`src/rtl/asm_cnt_pkg.sv`:
```
package asm_cnt_pkg;

    // Binary controller codes; the value 2'b10 is unused and decodes to no phase.
    typedef enum logic [1:0] {
        ST_IDLE = 2'b00,
        ST_RUN  = 2'b01,
        ST_DONE = 2'b11
    } ctl_state_e;

    typedef struct packed {
        ctl_state_e state;
    } ctl_regs_t;

endpackage

```
`src/rtl/asm_seq_ctrl.sv`:
```
module asm_seq_ctrl
    import asm_cnt_pkg::*;
(
    input  logic clk,
    input  logic rst,
    input  logic start,
    input  logic exit_hit,
    output logic ind_t0,
    output logic ind_t1,
    output logic ind_t2,
    output logic op_clr,
    output logic op_inc,
    output logic op_setf
);

    ctl_regs_t ctl_d;
    ctl_regs_t ctl_q;

    // Phase decode from the present-state register.
    always_comb begin
        ind_t0 = (ctl_q.state == ST_IDLE);
        ind_t1 = (ctl_q.state == ST_RUN);
        ind_t2 = (ctl_q.state == ST_DONE);
    end

    // Datapath commands; reset suppresses them so the datapath holds.
    always_comb begin
        op_clr  = ind_t0 & start & ~rst;
        op_inc  = ind_t1 & ~rst;
        op_setf = ind_t2 & ~rst;
    end

    always_comb begin
        ctl_d = ctl_q;
        unique case (ctl_q.state)
            ST_IDLE: ctl_d.state = start    ? ST_RUN  : ST_IDLE;
            ST_RUN:  ctl_d.state = exit_hit ? ST_DONE : ST_RUN;
            ST_DONE: ctl_d.state = ST_IDLE;
            default: ctl_d.state = ST_IDLE;
        endcase
        if (rst) begin
            ctl_d.state = ST_IDLE;
        end
    end

    always_ff @(posedge clk) begin
        ctl_q <= ctl_d;
    end

endmodule

```
`src/rtl/asm_cnt_dpath.sv`:
```
module asm_cnt_dpath #(
    parameter int CNT_W      = 4,
    parameter int SAMPLE_BIT = 1,
    parameter int EXIT_LO    = 1,
    parameter int EXIT_HI    = 2
) (
    input  logic             clk,
    input  logic             op_clr,
    input  logic             op_inc,
    input  logic             op_setf,
    output logic             exit_hit,
    output logic [CNT_W-1:0] cnt_a,
    output logic             flag_e,
    output logic             flag_f
);

    localparam logic [CNT_W-1:0] EXIT_MASK =
        CNT_W'((1 << EXIT_LO) | (1 << EXIT_HI));
    localparam logic [CNT_W-1:0] CNT_ONE = CNT_W'(1);

    typedef struct packed {
        logic [CNT_W-1:0] a;
        logic             e;
        logic             f;
    } dp_regs_t;

    dp_regs_t dp_d;
    dp_regs_t dp_q;

    always_comb begin
        dp_d = dp_q;
        if (op_clr) begin
            dp_d.a = '0;
            dp_d.f = 1'b0;
        end
        if (op_inc) begin
            dp_d.a = dp_q.a + CNT_ONE;
            dp_d.e = dp_q.a[SAMPLE_BIT];
        end
        if (op_setf) begin
            dp_d.f = 1'b1;
        end
    end

    // No reset: the register contents are set up by a start request.
    always_ff @(posedge clk) begin
        dp_q <= dp_d;
    end

    always_comb begin
        exit_hit = ((dp_q.a & EXIT_MASK) == EXIT_MASK);
        cnt_a    = dp_q.a;
        flag_e   = dp_q.e;
        flag_f   = dp_q.f;
    end

endmodule

```
`src/rtl/asm_count_ctl.sv`:
```
module asm_count_ctl #(
    parameter int CNT_W      = 4,
    parameter int SAMPLE_BIT = 1,
    parameter int EXIT_LO    = 1,
    parameter int EXIT_HI    = 2
) (
    input  logic             clk,
    input  logic             rst,
    input  logic             start,
    output logic [CNT_W-1:0] cnt_a,
    output logic             flag_e,
    output logic             flag_f,
    output logic             ind_t0,
    output logic             ind_t1,
    output logic             ind_t2
);

    logic exit_hit;
    logic op_clr;
    logic op_inc;
    logic op_setf;

    asm_seq_ctrl i_ctrl (
        .clk      (clk),
        .rst      (rst),
        .start    (start),
        .exit_hit (exit_hit),
        .ind_t0   (ind_t0),
        .ind_t1   (ind_t1),
        .ind_t2   (ind_t2),
        .op_clr   (op_clr),
        .op_inc   (op_inc),
        .op_setf  (op_setf)
    );

    asm_cnt_dpath #(
        .CNT_W      (CNT_W),
        .SAMPLE_BIT (SAMPLE_BIT),
        .EXIT_LO    (EXIT_LO),
        .EXIT_HI    (EXIT_HI)
    ) i_dpath (
        .clk      (clk),
        .op_clr   (op_clr),
        .op_inc   (op_inc),
        .op_setf  (op_setf),
        .exit_hit (exit_hit),
        .cnt_a    (cnt_a),
        .flag_e   (flag_e),
        .flag_f   (flag_f)
    );

endmodule

```
`config.mk`:
```
export PLATFORM = sky130hd
export DESIGN_NAME = asm_count_ctl
export DESIGN_NICKNAME = d
export VERILOG_FILES = /design/src/rtl/asm_cnt_pkg.sv /design/src/rtl/asm_seq_ctrl.sv /design/src/rtl/asm_cnt_dpath.sv /design/src/rtl/asm_count_ctl.sv
export SDC_FILE = /design/constraint.sdc
export NUM_CORES = 1
export LEC_CHECK = 0
export BUFFER_PORTS_ARGS = -buffer_cell sky130_fd_sc_hd__buf_4
export CAP_MARGIN = 20
export CORE_AREA = 2 2 39 41
export CTS_CLUSTER_SIZE = 10
export DETAILED_ROUTE_END_ITERATION = 7
export DIE_AREA = 0 0 41 43
export GPL_TIMING_DRIVEN = 0
export PLACE_DENSITY_LB_ADDON = 0.05
export SLEW_MARGIN = 20
export SYNTH_ARGS = -nofsm -noshare
export SYNTH_HDL_FRONTEND = slang
export SYNTH_SLANG_ARGS = --single-unit
```
`constraint.sdc`:
```
create_clock -name clk -period 2.2 [get_ports clk]
set_input_delay 0.44 -clock clk [delete_from_list [all_inputs] [get_ports clk]]
set_output_delay 0.44 -clock clk [all_outputs]
set_load 0.01 [all_outputs]
```
# Word level (Yosys, flattened, before mapping)
# Cells that the tools add are included.
# totals
register_bits	8
out_inout_bits	9
word_cells	20
# classes
addsub	1
eq_ne	3
n_mux	5
bitwise	5
reduce_logical	2
# op_table
operator	count
$mux W5	1
$add A4 B1 Y4 const B	1
$and A1 B1 Y1	4
$eq A2 B2 Y1 const B	2
$mux W4	1
$pmux W2 S2	1
$eq A2 B1 Y1 const B	1
$logic_not A2 Y1	1
$mux W2	1
$reduce_bool A2 Y1	1
$mux W1	1
$not A1 Y1	1

# Logic depth before layout (Yosys ltp)
# Gate-level depths: netlist (run 1).
# logic_depth
depth_word	5
depth_mapped	3

# Modules after synthesis
# From an unflattened synthesis (run 1), not the netlist that was laid out.
# unflattened
cells_unflattened	30
hier_area_um2	365.4
# by_module_without_submodules
mod	instances	cells_each	area_each_um2
asm_cnt_dpath	1	19	265.3
asm_seq_ctrl	1	11	100.1

# Worst setup path after synthesis (run 1)
# No wires, ideal clock.
# synth_path
kind	input to register
start	input rst
end	register i_dpath.dp_q, in the netlist i_dpath.flag_e, enable pin
arrival_ns	0.870
slack_ns	1.039
stages	2
path_buffers	0
path_cell_list	or3b_4 inv_1
# synth_between
elab_chain_cells	2
# synth_rtl
element	line	text
from (decl)	asm_count_ctl.sv:8	input logic rst,
$not A1 Y1	asm_seq_ctrl.sv:29	op_inc = ind_t1 & ~rst;
$and A1 B1 Y1	asm_seq_ctrl.sv:29	
via i_ctrl.op_inc	asm_seq_ctrl.sv:12	output logic op_inc,
to (signal assigned)	asm_cnt_dpath.sv:47	dp_q <= dp_d;
to (decl)	asm_cnt_dpath.sv:28	dp_regs_t dp_q;
# The timed path passes the listed nets, and every way through them passes these cells.
# A chain may end at the register's enable or synchronous reset.

# Worst setup path after layout (run 1)
# layout_path
start	register i_ctrl.ctl_q[1] (netlist name)
end	output ind_t2
# layout_between
elab_chain_cells	1
# layout_rtl
element	line	text
from (decl)	asm_seq_ctrl.sv:17	ctl_regs_t ctl_q;
from (signal assigned)	asm_seq_ctrl.sv:47	ctl_q <= ctl_d;
$eq A2 B2 Y1	asm_seq_ctrl.sv:23	ind_t2 = (ctl_q.state == ST_DONE);
to (decl)	asm_count_ctl.sv:15	output logic ind_t2
# Every way passes these cells.

==> impl_metrics.json, run 1 <==
{
  "initial_core_util": 0.270,
  "num_vias": 285,
  "synth_common_cells": "edfxtp_1, nor2_1, dfxtp_1, inv_1, nand2_1",
  "hold_viol": 0,
  "finalNetCount": 53,
  "period_minus_slack_ns": 1.43,
  "via_per_inst": 4.45,
  "post_dp_cell_area_um2": 477,
  "synth_nets": 37,
  "p_per_area_nw_per_um2": 685,
  "ctsHoldBuffers": 0,
  "synthToLayoutAreaGrowth_pct": 34.4,
  "num_rows": 14,
  "yosysUniqueCellTypes": 18,
  "crit_arrival_ns": 0.99,
  "globalRoute.totalOverflow": 0,
  "cp.depth": 3,
  "htree_levels": 1,
  "reg2regPathDepth": 3,
  "slowest_stage": "dfxtp_1",
  "worstPathBufferInverterCount": 2,
  "rsz0062_at_grt": "no",
  "grt_max_degree": 11,
  "worstSetupPathType": "reg2out",
  "maxCapViolCount": 0,
  "ys_async_sr_fraction": 0,
  "synth_seq_cells": 8,
  "synth_area_leaders": "edfxtp_1, dfxtp_1, nor2_1",
  "final.setup.worst_slack_ns": 0.773,
  "yosysWarnings": 0,
  "grt_pass1_vias": 278,
  "pwr-share-comb": 0.138,
  "grt_util_all_layers": 0.100,
  "place.gp.congestion": 0.615,
  "ir_drop_uv": 232,
  "drt_first_iter_violations": 4,
  "worstMarginPinSlew_ns": 0.265,
  "maxSlewHeadroom": 0.823,
  "cts_tree": "yes",
  "drc": 0,
  "synth_area_leader_cell": "edfxtp_1",
  "synth_flop_cell": "edfxtp_1",
  "clkPwrFrac": 0.356,
  "yosysSeqAreaShare": 0.562,
  "tns_ns": 0,
  "dpl_worst_slack_ns": 0.867,
  "p_sw_frac": 0.234,
  "rrSetupSlack_ns": 1.01,
  "start_kind": "flop",
  "p_sw_uw": 80.7,
  "postCtsResizedCells": 0,
  "fin_skew_ns": 0.00708,
  "clock-sinks": 8,
  "drt-total-wl_um": 697,
  "die_h_um": 43,
  "cts.path.max_buffers": 2,
  "synth_top_area_frac": 0.401,
  "die-area_um2": 1760,
  "diodes": 0,
  "cp-end-kind": "output pin",
  "die_w_um": 41,
  "cts_buffers": 3,
  "cp_top_family": "flip-flops",
  "holdPathStages": 2,
  "intPower_uw": 264,
  "synth_edf_count": 5,
  "max_stage_delay_ns": 0.47,
  "drive_gt1_frac": 0.354,
  "drtAntennaViolNets": 0,
  "fin_crit_sh": 0.649,
  "first_pass_iters": 2,
  "whs_endpoint": "i_ctrl.ctl_q[0]",
  "syn-instance-count": 33,
  "fin_area_um2": 503,
  "maxSlewViolCount": 0,
  "outcome": "finished clean",
  "fin_util": 0.363,
  "cts_root_buffer": "clkbuf_4",
  "pin_count": 12,
  "timing.rr.end": "i_dpath.flag_e",
  "p_leak_uw": 0.000221,
  "path_cells": "nand2_1, inv_1, buf_4",
  "hp-class": "in2reg",
  "core_area_um2": 1380,
  "power_frac_seq": 0.506,
  "antenna_found_initial": 0,
  "nFillCells": 151,
  "cts_setup_buffers": 0,
  "path_clk_slew_ns": 0.06,
  "syn_area_um2": 374,
  "finalSetupViolations": 0,
  "cp_max_fo": 8,
  "hp-start": "start",
  "clock_latency_ns": 0.25,
  "cp.required_ns": 1.76,
  "grt_pass1_wl_um": 1130,
  "synth.avg_cell_area_um2": 11.3,
  "dpl.hpwl_um": 539,
  "wl_per_cell_um": 10.9,
  "port_buffers": 11,
  "whs_ns": 0.395,
  "fmax_mhz": 701,
  "rr_startpoint": "i_ctrl.ctl_q[0]"
}
[routing by layer]
layer / share of wire / GRT usage
met1: 0.42 / 0.115
met4: 0 / 0.0800
met3: 0.049 / 0.0314
met2: 0.53 / 0.144
met5: 0 / 0
[sequential cells by signal (all words and copies together), names as in the netlist]
name / flops
i_ctrl.ctl_q: 2
i_dpath.cnt_a: 4
i_dpath.flag_f: 1
i_dpath.flag_e: 1
[cell usage in the layout (no fill, tap or decap)]
cell      count
nor2_1        5
mux2_2        1
clkbuf_1      1
nand2_1       3
o21a_1        2
nor2b_1       1
dfxtp_1       3
buf_6         1
nand3_1       1
nor4b_1       1
or3b_4        1
inv_1         3
nor4bb_1      1
clkbuf_4      3
buf_4        11
and3_1        1
ha_1          1
edfxtp_1      5
nor3b_1       1
o221ai_1      1
xnor2_1       1
[per-stage QoR]
stage	total power (uW)	std cells
4_1_cts	352	64
6_report	344	64
2_1_floorplan	203	33
5_1_grt	366	64
3_5_place_dp	226	60
3_3_place_gp	224	60
[worst max-delay path by stage]
stage,slack (ns),startpoint,endpoint
floorplan,1.04,rst,i_dpath.flag_e
global placement,0.88,rst,i_dpath.cnt_a[2]
detailed placement,0.87,rst,i_dpath.flag_e
CTS,0.76,i_ctrl.ctl_q[1],ind_t2
global route,0.69,i_ctrl.ctl_q[1],ind_t2
finish,0.77,i_ctrl.ctl_q[1],ind_t2
[kinds of logic after synthesis]
family | after synthesis | synth area share
xor+xnor | 1 | 0.0234
simple gates | 15 | 0.227
flops | 8 | 0.562
compound gates | 3 | 0.0635
buf+inv | 4 | 0.0602
mux | 1 | 0.0301
fa+ha+maj | 1 | 0.0334
[final cells by class]
class                      instances  area [um^2]  area share
clock buffer                       4         26.3      0.0522
inverter                           3         11.3      0.0224
multi-input combinational         21          141       0.281
sequential                         8          210       0.418
buffer                             1         11.3      0.0224
tap                               16         20.0      0.0398
timing repair buffer              11         82.6       0.164
[power by group through the flow]
stage	Clock (uW)	Combinational, uW	Sequential [uW]
after CTS	129	48.5	174
after floorplan	0	23.2	180
after detailed placement	0	48.3	178
final	123	47.5	174
after global placement	0	47.1	177
after global routing	138	52.5	175
[worst register-to-register path, cell delays in order, from the launching register on]
cell,delay [ns]
dfxtp_1,0.32
buf_6,0.12
or3b_4,0.40
inv_1,0.07
(Power assumes the default switching activity.)
==> run 2, diff against run 1 <==
==> constraint.sdc (replaced) <==
create_clock -name clk -period 1.2 [get_ports clk]
set_input_delay 0.24 -clock clk [delete_from_list [all_inputs] [get_ports clk]]
set_output_delay 0.24 -clock clk [all_outputs]
set_load 0.01 [all_outputs]
==> impl_metrics.json, run 2 (synthesis results as in run 1) <==
{
  "synthToLayoutAreaGrowth_pct": 35.5,
  "timing.rr.end": "i_dpath.cnt_a[3]",
  "p_sw_uw": 146,
  "mostFrequentLayoutCells": "buf_4, nor2_1, edfxtp_1",
  "num_vias": 287,
  "dp_cells": 60,
  "drive_gt1_frac": 0.417,
  "largest_reg_flops": 4,
  "whs_ns": 0.196,
  "rr_startpoint": "i_dpath.cnt_a[1]",
  "worstSetupPathType": "reg2reg",
  "ir_drop_uv": 418,
  "total_power_uw": 625,
  "htree_levels": 1,
  "crit_arrival_ns": 1.16,
  "antenna_found_initial": 0,
  "holdPathStages": 2,
  "hp-start": "start",
  "multiInputGateArea_um2": 144,
  "grt_max_degree": 9,
  "fin_crit_sh": 0.967,
  "p_leak_uw": 0.000222,
  "ctsHoldBuffers": 0,
  "path_cells": "nand3_1, mux2_2",
  "grt_util_all_layers": 0.106,
  "wl_per_cell_um": 11.0,
  "cts.path.max_buffers": 2,
  "intPower_uw": 479,
  "die-area_um2": 1760,
  "seqCellArea_um2": 218,
  "via_per_inst": 4.48,
  "die_w_um": 41,
  "num_rows": 14,
  "diodes": 0,
  "rsz0062_at_grt": "yes",
  "cts_setup_buffers": 0,
  "cp_max_fo": 5,
  "dpl.hpwl_um": 539,
  "grt_pass1_vias": 292,
  "outcome": "finished clean",
  "globalRoute.totalOverflow": 0,
  "cts_buffers": 3,
  "finalNetCount": 53,
  "initial_core_util": 0.270,
  "reg2regPathDepth": 2,
  "clock-sinks": 8,
  "clkPwrFrac": 0.358,
  "drt_first_iter_violations": 2,
  "core_area_um2": 1380,
  "worstMarginPinSlew_ns": 0.222,
  "cts_tree": "yes",
  "nFillCells": 153,
  "fin_skew_ns": 0.00649,
  "clock_latency_ns": 0.25,
  "hold_viol": 0,
  "place.gp.congestion": 0.615,
  "port_buffers": 11,
  "cts_root_buffer": "clkbuf_4",
  "whs_endpoint": "i_ctrl.ctl_q[0]",
  "maxCapViolCount": 0,
  "first_pass_iters": 2,
  "cp.required_ns": 1.20,
  "drtAntennaViolNets": 0,
  "start_kind": "flop",
  "layout_commonest_cell": "buf_4",
  "path_clk_slew_ns": 0.06,
  "hp-class": "in2reg",
  "drt-total-wl_um": 706,
  "final_cells": 64,
  "pin_count": 12,
  "finalSetupViolations": 0,
  "p_per_area_nw_per_um2": 1230,
  "p_sw_frac": 0.234,
  "drc": 0,
  "die_h_um": 43,
  "fmax_mhz": 862,
  "tns_ns": 0,
  "maxSlewViolCount": 0,
  "max_stage_delay_ns": 0.44,
  "slowest_stage": "edfxtp_1",
  "cp-end-kind": "flop",
  "grt_pass1_wl_um": 1200,
  "maxSlewHeadroom": 0.850,
  "period_minus_slack_ns": 1.16,
  "power_frac_seq": 0.511,
  "rrSetupSlack_ns": 0.04,
  "pwr-share-comb": 0.131
}
run 2: area by class of cell:
cell class | instances | area share
multi-input cells | 21 | 0.284
clock buffers | 4 | 0.0519
repair buffers | 12 | 0.173
well taps | 16 | 0.0395
inverters | 3 | 0.0222
flip-flops and latches | 8 | 0.430
run 2: critical path: cells and delay by family, from the launching register on:
| family | cells | cell delay [ns] |
|---|---|---|
| DFF | 1 | 0.44 |
| and+or+nand+nor | 1 | 0.13 |
| muxes | 1 | 0.33 |
run 2: what timing repair did:
action                                  in CTS  in global routing
gates resized for setup                      2                  3
gates cloned                                 1                  0
endpoints found under the setup margin       2                  6
pin swaps                                    0                  1
run 2: metal layers:
| layer | wire length [um] | track usage | up-vias |
|---|---|---|---|
| li1 | - | - | 145 |
| met1 | 292 | 0.125 | 137 |
| met2 | 378 | 0.153 | 5 |
| met3 | 34 | 0.0314 | 0 |
| met4 | 0 | 0.0800 | 0 |
| met5 | 0 | 0 | - |
run 2: worst max-delay path by stage:
stage	to	slack, ns	depth (start not counted)	startpoint
finish	i_dpath.cnt_a[3]	0.04	2	i_dpath.cnt_a[1]
global route	i_dpath.cnt_a[2]	-0.02	3	i_dpath.cnt_a[1]
CTS	ind_t1	-0.005	3	i_ctrl.ctl_q[0]
detailed placement	i_dpath.flag_e	0.01	3	i_ctrl.ctl_q[0]
global placement	i_dpath.flag_e	0.02	3	i_ctrl.ctl_q[0]
floorplan	i_dpath.cnt_a[1]	0.05	2	i_dpath.cnt_a[0]
run 2: through the flow:
| step | area [um^2] | setup WS (ns) | utilization |
|---|---|---|---|
| 6_report | 507 | 0.0393 | 0.366 |
| 5_1_grt | 507 | -0.0167 | 0.366 |
| 4_1_cts | 510 | -0.00523 | 0.369 |
| 3_5_place_dp | 477 | 0.00971 | 0.344 |
| 3_3_place_gp | 477 | 0.0235 | 0.344 |
| 2_1_floorplan | 374 | 0.0480 | - |
run 2: power groups by stage:
stage / sequential [uW] / clock [uW] / combinational, uW
finish: 320 / 224 / 81.9
detailed placement: 326 / 0 / 88.5
CTS: 321 / 236 / 91.3
global route: 324 / 253 / 91.1
floorplan: 329 / 0 / 42.5
global placement: 325 / 0 / 86.3
==> run 3, diff against run 2 <==
--- a/config.mk
+++ b/config.mk
@@ -16,4 +16,5 @@
 export SLEW_MARGIN = 20
 export SYNTH_ARGS = -nofsm -noshare
 export SYNTH_HDL_FRONTEND = slang
+export SYNTH_HIERARCHICAL = 1
 export SYNTH_SLANG_ARGS = --single-unit
==> impl_metrics.json, run 3 <==
{
  "fin_skew_ns": 0.0107,
  "die_w_um": 41,
  "fin_util": 0.393,
  "drt-total-wl_um": 679,
  "period_minus_slack_ns": 1.17,
  "cp-end-kind": "output pin",
  "cts.path.max_buffers": 2,
  "layout_commonest_cell": "buf_4",
  "rrSetupSlack_ns": 0.03,
  "mostFrequentLayoutCells": "buf_4, edfxtp_1, and2_1",
  "finalSetupViolations": 0,
  "path_cells": "and2_1, buf_4",
  "wl_met1_um": 285,
  "grt_util_all_layers": 0.0982,
  "crit_arrival_ns": 0.93,
  "die_h_um": 43,
  "worstPathBufferInverterCount": 1,
  "synth_common_cells": "edfxtp_1, and2_1, dfxtp_1",
  "synth_area_leaders": "edfxtp_1, dfxtp_1, and2_1",
  "synth_area_leader_cell": "edfxtp_1",
  "synth.most_common_cell": "edfxtp_1",
  "ys_async_sr_fraction": 0,
  "fin_crit_sh": 0.975,
  "maxSlewHeadroom": 0.834,
  "num_rows": 14,
  "synth_flop_cell": "edfxtp_1",
  "globalRoute.totalOverflow": 0,
  "yosysSeqAreaShare": 0.575,
  "cts_tree": "yes",
  "maxSlewViolCount": 0,
  "rsz0062_at_grt": "yes",
  "cts_root_buffer": "clkbuf_4",
  "first_pass_iters": 4,
  "cts_buffers": 3,
  "cp_top_family": "flip-flops",
  "yosysWarnings": 6,
  "port_buffers": 11,
  "route.met2.wl_um": 335,
  "p_leak_uw": 0.000245,
  "num_vias": 279,
  "antenna_found_initial": 0,
  "via_per_inst": 4.29,
  "synth_seq_cells": 8,
  "htree_levels": 1,
  "initial_core_util": 0.264,
  "ctsHoldBuffers": 0,
  "drc": 0,
  "synthToLayoutAreaGrowth_pct": 49.0,
  "dpl.hpwl_um": 490,
  "wl_per_cell_um": 10.4,
  "max_stage_delay_ns": 0.40,
  "clock-sinks": 8,
  "core_area_um2": 1380,
  "clock_latency_ns": 0.25,
  "maxCapViolCount": 0,
  "grt_max_degree": 7,
  "slowest_stage": "dfxtp_2",
  "wl_met3_um": 54,
  "tns_ns": 0,
  "finalNetCount": 54,
  "cp_max_fo": 6,
  "fmax_mhz": 855,
  "synth_nets": 34,
  "outcome": "finished clean",
  "syn-instance-count": 30,
  "start_kind": "flop",
  "synth_top_area_frac": 0.411,
  "worstMarginPinSlew_ns": 0.249,
  "synth_edf_count": 5,
  "drt_first_iter_violations": 2,
  "cp-startpoint": "i_ctrl/ctl_q[1]",
  "hp-class": "in2reg",
  "worstSetupPathType": "reg2out",
  "synth.avg_cell_area_um2": 12.2,
  "dr.max_layer_used": "met4",
  "drive_gt1_frac": 0.531,
  "yosysUniqueCellTypes": 19,
  "grt_pass1_wl_um": 1120,
  "die-area_um2": 1760,
  "largest_reg_flops": 4,
  "diodes": 0,
  "hold_viol": 0,
  "grt_pass1_vias": 272,
  "pin_count": 12,
  "drtAntennaViolNets": 0,
  "path_clk_slew_ns": 0.06,
  "ir_drop_uv": 441,
  "place.gp.congestion": 0.645,
  "cp.required_ns": 0.96,
  "syn_area_um2": 365,
  "p_per_area_nw_per_um2": 1180,
  "hp-start": "rst",
  "rr_startpoint": "i_ctrl/ctl_q[1]"
}
## run 3: cell types whose count changed after synthesis, moves of 2 or more
| cell | delta |
|---|---|
| nand2_1 | -2 |
| inv_1 | -2 |
| and2_1 | +4 |
| o21a_1 | -2 |
| nor2_1 | -3 |
## run 3: final cells by class
cell class | count | area, um^2
clock buffer | 4 | 26.3
inverter | 1 | 3.75
sequential | 8 | 213
timing repair buffer | 15 | 113
tap | 16 | 20.0
multi-input combinational | 21 | 169
fill | 148 | 840
## run 3: worst paths after layout
| check | to | depth (start not counted) |
|---|---|---|
| min | i_ctrl/ctl_q[0] | 2 |
| min reg2reg | i_dpath/flag_f | 1 |
| max | ind_t2 | 2 |
| max reg2reg | i_dpath/cnt_a[0] | 2 |
## run 3: cells by family (layout without fill, tap and decap cells)
logic type / count (synthesis) / count (layout) / synth area share
multiplexers: 1 / 1 / 0.0274
AO/OA/AOI/OAI: 1 / 1 / 0.0206
adder cells (fa/ha/maj): 1 / 1 / 0.0342
XOR/XNOR: 1 / 1 / 0.0240
buffers and inverters: 1 / 20 / 0.0103
flip-flops: 8 / 8 / 0.575
AND/OR/NAND/NOR: 17 / 17 / 0.308
## run 3: through the flow
step | total power, uW | instances | setup slack [ns] | hold WS (ns) | cell area, um^2
6_report | 643 | 65 | 0.0302 | 0.199 | 544
5_1_grt | 684 | 65 | -0.0375 | 0.194 | 544
4_1_cts | 652 | 64 | 0.0150 | 0.190 | 534
3_5_place_dp | 413 | 57 | -0.177 | 0.444 | 470
3_3_place_gp | 410 | 57 | -0.142 | 0.435 | 470
2_1_floorplan | 370 | 30 | -0.0225 | 0.317 | 368
## run 3: metal layers
layer,track usage,vias to the layer above
met1,0.112,126
li1,-,140
met2,0.141,11
met4,0.0600,0
met3,0.0471,2
met5,0,-
## run 3: report_power, final
group	switching [uW]	leakage, uW	internal (uW)
combinational	38.6	0.000157	57.8
clock	91.3	0.0000150	127
sequential	16.5	0.0000737	312
## run 3: repair_timing
| action | in CTS | in global routing |
|---|---|---|
| pin swaps | 3 | 0 |
| gates cloned | 0 | 0 |
| setup endpoints to repair | 7 | 7 |
| hold endpoints to repair | 0 | 0 |
| buffers inserted | 3 | 1 |
| gates resized for setup | 4 | 1 |
